## config.mk

```make
export PLATFORM = sky130hd
export DESIGN_NAME = mac_pipe
export DESIGN_NICKNAME = d
export VERILOG_FILES = /design/src/rtl/mac_pkg.sv /design/src/rtl/mac_ctrl.sv /design/src/rtl/mac_datapath.sv /design/src/rtl/mac_pipe.sv
export SDC_FILE = /design/constraint.sdc
export NUM_CORES = 1
export LEC_CHECK = 0
export CAP_MARGIN = 10
export CORE_MARGIN = 4
export CORE_UTILIZATION = 40
export DETAILED_ROUTE_END_ITERATION = 8
export MAX_ROUTING_LAYER = met4
export PLACE_DENSITY_LB_ADDON = 0.25
export SLEW_MARGIN = 25
export SYNTH_ARGS = -nofsm -noshare
export SYNTH_HDL_FRONTEND = slang
export SYNTH_SLANG_ARGS = --single-unit
```

## constraint.sdc

```tcl
create_clock -name clk -period 7.9 [get_ports clk]
set_input_delay 1.58 -clock clk [delete_from_list [all_inputs] [get_ports clk]]
set_output_delay 1.58 -clock clk [all_outputs]
set_load 0.03 [all_outputs]
```

## src/rtl/mac_pkg.sv

```systemverilog
package mac_pkg;
  localparam int OPER_W = 16;
  localparam int ACC_W  = 32;
  localparam int BUS_W  = 32;
  localparam int EXT_W  = OPER_W + 1;
  localparam int PROD_W = 2 * EXT_W;
  localparam int WIDE_W = PROD_W + 1;

  typedef enum logic [2:0] {
    OP_NOP = 3'd0, OP_MAC = 3'd1, OP_MSU = 3'd2, OP_LOAD = 3'd3, OP_CLR = 3'd4
  } opcode_e;

  typedef enum logic [1:0] {
    MD_SINT = 2'd0, MD_UINT = 2'd1, MD_FRAC = 2'd2, MD_RSVD = 2'd3
  } mode_e;

  typedef struct packed {
    logic    capture;
    logic    advance;
    logic    accEn;
    opcode_e accOp;
  } mac_strb_t;

  function automatic logic signed [EXT_W-1:0] fmtOperand(
      input logic [BUS_W-1:0] src, input logic hi, input mode_e md);
    logic [OPER_W-1:0] h;
    h = hi ? src[BUS_W-1 -: OPER_W] : src[OPER_W-1:0];
    if (md == MD_UINT) return {1'b0, h};
    return {h[OPER_W-1], h};
  endfunction
endpackage

```

## src/rtl/mac_ctrl.sv

```systemverilog
module mac_ctrl
  import mac_pkg::*;
(
  input  logic      clk,
  input  logic      rstN,
  input  logic      opValid,
  input  opcode_e   opCode,
  input  logic      accRdReq,
  output logic      opReady,
  output logic      accRdValid,
  output mac_strb_t strb
);
  logic    v1, v2, rdPending, accept;
  opcode_e op1, op2;

  assign opReady    = !rdPending;
  assign accept     = opValid && opReady;
  assign accRdValid = rdPending && !v1 && !v2;

  always_ff @(posedge clk) begin
    if (!rstN) begin
      v1 <= 1'b0; v2 <= 1'b0; rdPending <= 1'b0;
      op1 <= OP_NOP; op2 <= OP_NOP;
    end else begin
      v1  <= accept;
      op1 <= opCode;
      v2  <= v1;
      op2 <= op1;
      if (accRdValid) rdPending <= 1'b0;
      else if (accRdReq) rdPending <= 1'b1;
    end
  end

  assign strb.capture = accept;
  assign strb.advance = v1;
  assign strb.accEn   = v2;
  assign strb.accOp   = op2;

  assert_one_answer_R13: assert property (@(posedge clk) disable iff (!rstN)
    accRdValid |=> !accRdValid);
  assert_blocked_while_read_R13: assert property (@(posedge clk) disable iff (!rstN)
    accRdValid |-> !opReady);
endmodule

```

## src/rtl/mac_datapath.sv

```systemverilog
module mac_datapath
  import mac_pkg::*;
(
  input  logic             clk,
  input  logic             rstN,
  input  mac_strb_t        strb,
  input  logic [BUS_W-1:0] srcA,
  input  logic [BUS_W-1:0] srcB,
  input  mode_e            opMode,
  input  logic             halfSelA,
  input  logic             halfSelB,
  input  logic             satEn,
  output logic [ACC_W-1:0] accVal,
  output logic             ovfVal
);
  localparam logic signed [PROD_W-1:0] FRAC_MAX = PROD_W'((64'd1 << (ACC_W-1)) - 1);
  localparam logic signed [EXT_W-1:0]  FRAC_NEG1 = -(EXT_W'(1) << (OPER_W-1));

  logic signed [EXT_W-1:0]  a1, b1;
  mode_e                    md1, md2;
  logic                     sat1, sat2;
  logic [BUS_W-1:0]         wd1, wd2;
  logic signed [PROD_W-1:0] prodFull, prodFmt, prod2;
  logic signed [WIDE_W-1:0] accExt, prodExt, wide;
  logic                     ovr;
  logic [ACC_W-1:0]         satVal, result, acc;
  logic                     ovf;

  // stage 1: operand capture and formatting
  always_ff @(posedge clk) begin
    if (!rstN) begin
      a1 <= '0; b1 <= '0; md1 <= MD_SINT; sat1 <= 1'b0; wd1 <= '0;
    end else if (strb.capture) begin
      a1   <= fmtOperand(srcA, halfSelA, opMode);
      b1   <= fmtOperand(srcB, halfSelB, opMode);
      md1  <= opMode;
      sat1 <= satEn;
      wd1  <= srcA;
    end
  end

  // stage 2: product with fractional alignment
  always_comb begin
    prodFull = PROD_W'(a1) * PROD_W'(b1);
    prodFmt  = prodFull;
    if (md1 == MD_FRAC) begin
      if (a1 == FRAC_NEG1 && b1 == FRAC_NEG1) prodFmt = FRAC_MAX;
      else prodFmt = prodFull <<< 1;
    end
  end

  always_ff @(posedge clk) begin
    if (!rstN) begin
      prod2 <= '0; md2 <= MD_SINT; sat2 <= 1'b0; wd2 <= '0;
    end else if (strb.advance) begin
      prod2 <= prodFmt;
      md2   <= md1;
      sat2  <= sat1;
      wd2   <= wd1;
    end
  end

  // stage 3: accumulate, range check, clamp
  always_comb begin
    accExt  = (md2 == MD_UINT) ? {{(WIDE_W-ACC_W){1'b0}}, acc}
                               : {{(WIDE_W-ACC_W){acc[ACC_W-1]}}, acc};
    prodExt = {prod2[PROD_W-1], prod2};
    wide    = (strb.accOp == OP_MSU) ? accExt - prodExt : accExt + prodExt;
    if (md2 == MD_UINT) begin
      ovr    = wide[WIDE_W-1] || (wide[WIDE_W-2:ACC_W] != '0);
      satVal = wide[WIDE_W-1] ? '0 : '1;
    end else begin
      ovr    = !((&wide[WIDE_W-1:ACC_W-1]) || !(|wide[WIDE_W-1:ACC_W-1]));
      satVal = wide[WIDE_W-1] ? {1'b1, {(ACC_W-1){1'b0}}} : {1'b0, {(ACC_W-1){1'b1}}};
    end
    result = (ovr && sat2) ? satVal : wide[ACC_W-1:0];
  end

  always_ff @(posedge clk) begin
    if (!rstN) begin
      acc <= '0; ovf <= 1'b0;
    end else if (strb.accEn) begin
      case (strb.accOp)
        OP_MAC, OP_MSU: begin acc <= result; ovf <= ovf || ovr; end
        OP_LOAD:        begin acc <= wd2;    ovf <= 1'b0; end
        OP_CLR:         begin acc <= '0;     ovf <= 1'b0; end
        default: ;
      endcase
    end
  end

  assign accVal = acc;
  assign ovfVal = ovf;

  assert_frac_clamp_R6: assert property (@(posedge clk) disable iff (!rstN)
    (strb.advance && md1 == MD_FRAC && a1 == FRAC_NEG1 && b1 == FRAC_NEG1)
      |=> prod2 == FRAC_MAX);
  assert_load_value_R8: assert property (@(posedge clk) disable iff (!rstN)
    (strb.accEn && strb.accOp == OP_LOAD) |=> (acc == $past(wd2) && !ovf));
  assert_clear_value_R8: assert property (@(posedge clk) disable iff (!rstN)
    (strb.accEn && strb.accOp == OP_CLR) |=> (acc == '0 && !ovf));
  assert_sticky_ovf_R9: assert property (@(posedge clk) disable iff (!rstN)
    (ovf && !(strb.accEn && (strb.accOp == OP_LOAD || strb.accOp == OP_CLR))) |=> ovf);
  assert_idle_hold_R11: assert property (@(posedge clk) disable iff (!rstN)
    (!strb.accEn || strb.accOp == OP_NOP) |=> ($stable(acc) && $stable(ovf)));
endmodule

```

## src/rtl/mac_pipe.sv

```systemverilog
module mac_pipe
  import mac_pkg::*;
(
  input  logic        clk,
  input  logic        rstN,
  input  logic        opValid,
  output logic        opReady,
  input  logic [2:0]  opCode,
  input  logic [1:0]  opMode,
  input  logic        halfSelA,
  input  logic        halfSelB,
  input  logic        satEn,
  input  logic [31:0] srcA,
  input  logic [31:0] srcB,
  input  logic        accRdReq,
  output logic        accRdValid,
  output logic [31:0] accRdData,
  output logic        ovfFlag
);
  mac_strb_t strb;

  mac_ctrl ctrl_i (
    .clk(clk), .rstN(rstN), .opValid(opValid), .opCode(opcode_e'(opCode)),
    .accRdReq(accRdReq), .opReady(opReady), .accRdValid(accRdValid), .strb(strb)
  );

  mac_datapath dp_i (
    .clk(clk), .rstN(rstN), .strb(strb), .srcA(srcA), .srcB(srcB),
    .opMode(mode_e'(opMode)), .halfSelA(halfSelA), .halfSelB(halfSelB),
    .satEn(satEn), .accVal(accRdData), .ovfVal(ovfFlag)
  );
endmodule

```

* Yosys cells after proc, flatten, opt, wreduce, memory -nomap -nowiden
Index checks and enable logic that the tools add are counted.
** Cells by class
- Div/mod/pow operators :: 0
- $add $sub $neg :: 2
- Equal/unequal tests :: 9
- Muxes and demuxes :: 20
- Reduce and logical (&&, ||, !) cells :: 23
- Multiply operators :: 1
- Shift operators :: 0
- Order comparisons :: 0
- Bitwise logic cells :: 1
** Operator list (count)
- $mux W32 :: 4
- $pmux W32 S3 :: 1
- $mux W35 :: 2
- $mux W17 :: 4
- $mux W34 :: 2
- $add A35 B34 Y35 :: 1
- $sub A35 B34 Y35 :: 1
- $eq A17 B16 Y1 const B :: 2
- $mul A17 B17 Y34 :: 1
- $mux W16 :: 2
- $eq A3 B2 Y1 const B :: 2
- $reduce_or A2 Y1 :: 3
- $logic_and A1 B1 Y1 :: 5
- $logic_not A1 Y1 :: 5
- $eq A2 B1 Y1 const B :: 2
- $mux W1 :: 4
- $reduce_and A2 Y1 :: 2
- $reduce_and A4 Y1 :: 1
- $reduce_bool A2 Y1 :: 2
- $reduce_or A4 Y1 :: 1
- $eq A3 B1 Y1 const B :: 1
- $eq A3 B3 Y1 const B :: 1
- $logic_or A1 B1 Y1 :: 3
- $reduce_bool A3 Y1 :: 1
- other kinds (3) :: 3
** Storage, ports and cells
- Input port bits :: 76
- Register bits :: 180
- Latch bits :: 0
- RAM bits :: 0
- Word-level logic and storage cells :: 72
- Memories kept :: 0
- Output and inout port bits :: 35
- Bits in read-only memories :: 0

* Logic depth before layout (Yosys ltp)
- Word-level depth :: 12
- Gate-level depth with buffers :: 26

* Modules after synthesis
From an unflattened synthesis, not the netlist that was laid out.
** Unflattened totals
- Cells, all modules :: 2364
- Area, all modules :: 20866.3 µm²
** By module, submodules not included
- mac_datapath :: cells each 2339, area an instance 20582.2 µm², seq. area each 3423.3 µm², times used 1
- mac_ctrl :: cells each 25, area an instance 284.0 µm², seq. area each 180.2 µm², times used 1

* Worst setup path before layout
Ideal clock, no wire load.
- Path kind :: reg2reg
- Start point :: register dp_i.b1[2]
- End point :: register dp_i.prod2[33]
- Period minus slack after synthesis :: 6454 ps
- Required time :: 7784 ps
- Setup slack :: 1446 ps
- Buffers on the path :: 2
- Stages on the path, launching flop included :: 27
- Data arrival time :: 6337 ps
- Cells stage by stage :: dfxtp_1 -> clkbuf_1 -> clkbuf_1 -> nand2_1 -> inv_1 -> fa_1 -> inv_1 -> fa_1 -> inv_1 -> fa_1 -> fa_1 -> fa_1 -> inv_1 -> fa_1 -> inv_1 -> ha_1 -> nand2_1 -> nor2_1 -> and2_1 -> nand2_1 -> nor2_1 -> or3_1 -> o31a_1 -> a211oi_1 -> xnor2_1 -> o221ai_1 -> o211a_1
** On the way
- Word-level cells in the longest chain between the ends :: 4
** RTL lines
- from (decl) :: RTL line mac_datapath.sv:19 : logic signed [EXT_W-1:0] a1, b1;
- from (signal assigned) :: RTL line mac_datapath.sv:35 : b1 <= fmtOperand(srcB, halfSelB, opMode);
- parallel branches: the longest is 3 deep, another holds $mul A17 B17 Y34
- $mux W34 (*) :: RTL line mac_datapath.sv:46 : if (md1 == MD_FRAC) begin
- to (signal assigned) :: RTL line mac_datapath.sv:56 : prod2 <= prodFmt;
- to (decl) :: RTL line mac_datapath.sv:23 : logic signed [PROD_W-1:0] prodFull, prodFmt, prod2;
Every way passes the cells marked *.
A chain may end at the register's enable or synchronous reset.

* Worst setup path in the final report
- Start point :: register dp_i.b1[8]
- End point :: register dp_i.prod2[33]
The elaborated chain is that of the path after synthesis.

==> metrics.txt <==
fin crit period=6.945 ns; Fill cells=5033; P_int=2.516 mW; synthesized instance count=2381; final WL=59610 µm; Cell Count, Final, Fillers Out=3089; Worst Setup SP=dp_i.b1[8]$_SDFFE_PN0P_; Reg power frac=24.1%; total gr overflow=0; yosys warns=0; clock share of power=20.7%; cts bufs inserted=17; # IOs=111; Initial Utilization=40.36%; FF-to-FF Start=dp_i.b1[8]$_SDFFE_PN0P_; DR pass1 iterations=5; TNS Setup=0 ns; Area contributors post-synth=fa_1 29%, dfxtp_1 17%, ha_1 7.4%, inv_1 6.1%, nand2_1 5.2%; vias per cell=5.308; Slew HR=34.53%; Setup Buffers After CTS=0; Clock Tree Root=clkbuf_16; area leader, netlist=fa_1; post-synth top area share=28.71%; Worst Tran Pin Value=0.9789 ns; DRT antenna net count=0; fraction of layout cells with a size suffix above 1=3.819%; DIE AREA=55470 µm²; initial antenna violation count=0; final instance area=22940 µm²; fmax=144.0 MHz; Net Sw Frac=45.38%; DRC=0; synth-to-layout area growth=10.80%; register area share after synthesis=17.40%; standard-cell rows=83; Mapped Nets=2876; Die W=235.5 µm; Vias=16400; Buffers on Ports=110; depth of the most critical reg-to-reg path=23; setup violators final=0; largest net degree at the start of global routing=100; FF-to-FF setup slack=0.95 ns; WS Path Type=reg -> reg; Post-synth EDFFs=0; Final Skew=0.009801 ns; PwrDens=200.8 nW/µm²; status=finished, final reports clean; Total GRT Usage=22.29%; cts hold-fix bufs=0; Post-Syn Area=20710 µm²; ant diodes=0; Peak VDD IR=158.8 µV; Unique masters post-synth=67; GPL Wtd Cong=0.8989; CP Capture Type=register; Critical Path RT=8.25 ns; Comb pwr share=55.3%; Util after Layout=44.72%; WL per Instance=19.30 µm; Max clock buf depth=2; 1st-iter DRT viols=1187; CP max stage delay=0.85 ns; reg-to-reg endpoint=dp_i.prod2[33]$_SDFFE_PN0P_; worst path cell trace=nand2_1 -> fa_1 -> inv_1 -> fa_1 -> inv_1 -> fa_1 -> inv_1 -> fa_1 -> fa_1 -> inv_1 -> fa_1 -> inv_1 -> ha_1 -> a21o_1 -> a21o_1 -> a21oi_1 -> nor2_1 -> or3_1 -> o31a_1 -> a211oi_1 -> xnor2_1 -> o221ai_1 -> o211a_1; pins over their slew limit=0; switching power=2.091 mW; Hold Path Class=reg -> reg; crit path to=dp_i.prod2[33]$_SDFFE_PN0P_; Core ar.=51300 µm²; RSZ-0062 raised after global routing=no; Cell Area, Placed=22290 µm²; max-cap viol count=0; Final Hold Viols=0; startpoint types=register; top_reg_cell synth=dfxtp_1; first-pass GRT wire length=97040 µm; latest clock arrival within the worst-skew pair=0.46 ns; Pleak=10.59 nW; Final Cycle Share=87.91%; clk sinks=180; cell mode on critical path=fa_1; Critical Path Fanout Max=19; Die H=235.5 µm; count leader, synth=inv_1; Mean Syn Cell Area=8.696 µm²; slowest cell on the critical path=dfxtp_1; number of global-route vias before repair=16880; dpl cells=3058; number of synthesized register bits=180; Final #Nets=2893; Worst-path clk slew=0.07 ns; CTS H-tree depth=4; most common library cells after synthesis=339 x inv_1, 297 x fa_1, 289 x nand2_1; crit path DAT=7.30 ns; CTS tree=built; Gates resized, CTS repair=0; post-DP HPWL=47680 µm; Synth async-reset ratio=0%
-- kinds of logic after synthesis --
family | Yosys count | synth area share [%]
flops | 180 | 17.40
mux | 72 | 3.493
fa+ha+maj | 419 | 36.09
xor+xnor | 101 | 4.308
simple gates | 701 | 15.99
buf+inv | 474 | 8.798
compound gates | 434 | 13.92
-- critical path: cells and delay by family, from the launching register on --
family	cells	cell delay, ns
AOI/OAI and AO/OA	7	1.52
adders and majority gates	7	3.42
and+or+nand+nor	3	0.63
buffers and inverters	5	0.27
xor gates and xnor gates	1	0.15
DFF	1	0.85
-- registers in the layout (all words and copies together), names as in the netlist --
register and count:
dp_i.prod2 34, ctrl_i.op2 3, dp_i.a1 17, ctrl_i.op1 3
ctrl_i.rdPending 1, ctrl_i.v2 1, dp_i.wd1 32, dp_i.ovfVal 1
dp_i.b1 17, ctrl_i.v1 1, dp_i.md2 2, dp_i.accVal 32
dp_i.md1 2, dp_i.sat2 1, dp_i.sat1 1, dp_i.wd2 32
-- worst min path at each step --
stage,start,to,slack [ns],depth (start not counted)
after floorplan,ctrl_i.op1[0]$_SDFF_PN0_,ctrl_i.op2[0]$_SDFF_PN0_,0.41,1
after global placement,ctrl_i.op1[0]$_SDFF_PN0_,ctrl_i.op2[0]$_SDFF_PN0_,0.43,1
after detailed placement,ctrl_i.op1[2]$_SDFF_PN0_,ctrl_i.op2[2]$_SDFF_PN0_,0.43,1
after CTS,ctrl_i.op1[2]$_SDFF_PN0_,ctrl_i.op2[2]$_SDFF_PN0_,0.45,1
final,ctrl_i.op1[2]$_SDFF_PN0_,ctrl_i.op2[2]$_SDFF_PN0_,0.45,1
after global routing,ctrl_i.op1[0]$_SDFF_PN0_,ctrl_i.op2[0]$_SDFF_PN0_,0.47,1
-- layer usage --
metal | vias up | track usage (%) | routed length (µm) | share of wire, %
met3 | 55 | 3.093 | 2989 | 5.0
met5 | - | - | 0 | 0
met1 | 8208 | 32.23 | 28540 | 48
met4 | 0 | 3.132 | 565 | 0.95
met2 | 393 | 34.41 | 27510 | 46
li1 | 7740 | - | - | -
-- metrics by stage --
| stage | total power, mW | hold WS [ns] | setup WS, ns |
|---|---|---|---|
| CTS | 4.624 | 0.4483 | 0.9644 |
| finish | 4.606 | 0.4456 | 0.9549 |
| global placement | 3.637 | 0.4306 | 1.117 |
| global route | 4.944 | 0.4680 | 0.6156 |
| floorplan | 2.912 | 0.4119 | 1.446 |
| detailed placement | 3.634 | 0.4296 | 0.9977 |
-- area by class of cell --
| cell class | count | area (µm²) | area share [%] |
|---|---|---|---|
| clock buffers | 18 | 439.2 | 1.914 |
| multi-input cells | 1727 | 15300 | 66.69 |
| inverters | 340 | 1279 | 5.573 |
| repair buffers | 132 | 1279 | 5.573 |
| flip-flops and latches | 180 | 3605 | 15.71 |
| clock inverters | 12 | 190.2 | 0.8289 |
| well taps | 680 | 850.8 | 3.708 |
-- layout by cell type (no fill, tap or decap), types with 9 or more instances in the layout --
master           count
o21ai_0             64
a31oi_1             11
nor4_1              10
o21a_1               9
mux2i_1             70
inv_1              338
o211ai_1            16
nor2_1             148
fa_1               297
nand2_1            289
o221ai_1            23
a21oi_1            135
and2_1             154
and3_1              10
nor2b_1              9
a22oi_1             21
o31ai_1              9
clkbuf_16           17
dfxtp_1            179
a21oi_2             20
nor3_1              21
o21bai_1            13
xnor2_1             63
ha_1               122
buf_4               21
clkdlybuf4s50_1    110
a211oi_1            42
nand4_1              9
a21o_1              26
nand2b_1            14
xor2_1              37
-- power by group through the flow --
| stage | combinational (mW) | sequential (mW) | clock [mW] |
|---|---|---|---|
| after floorplan | 1.88 | 1.03 | 0 |
| after global placement | 2.51 | 1.12 | 0 |
| after detailed placement | 2.51 | 1.13 | 0 |
| after CTS | 2.55 | 1.11 | 0.971 |
| after global routing | 2.83 | 1.12 | 0.996 |
| final | 2.55 | 1.11 | 0.952 |
No activity file was read; power rests on OpenSTA's default activity.
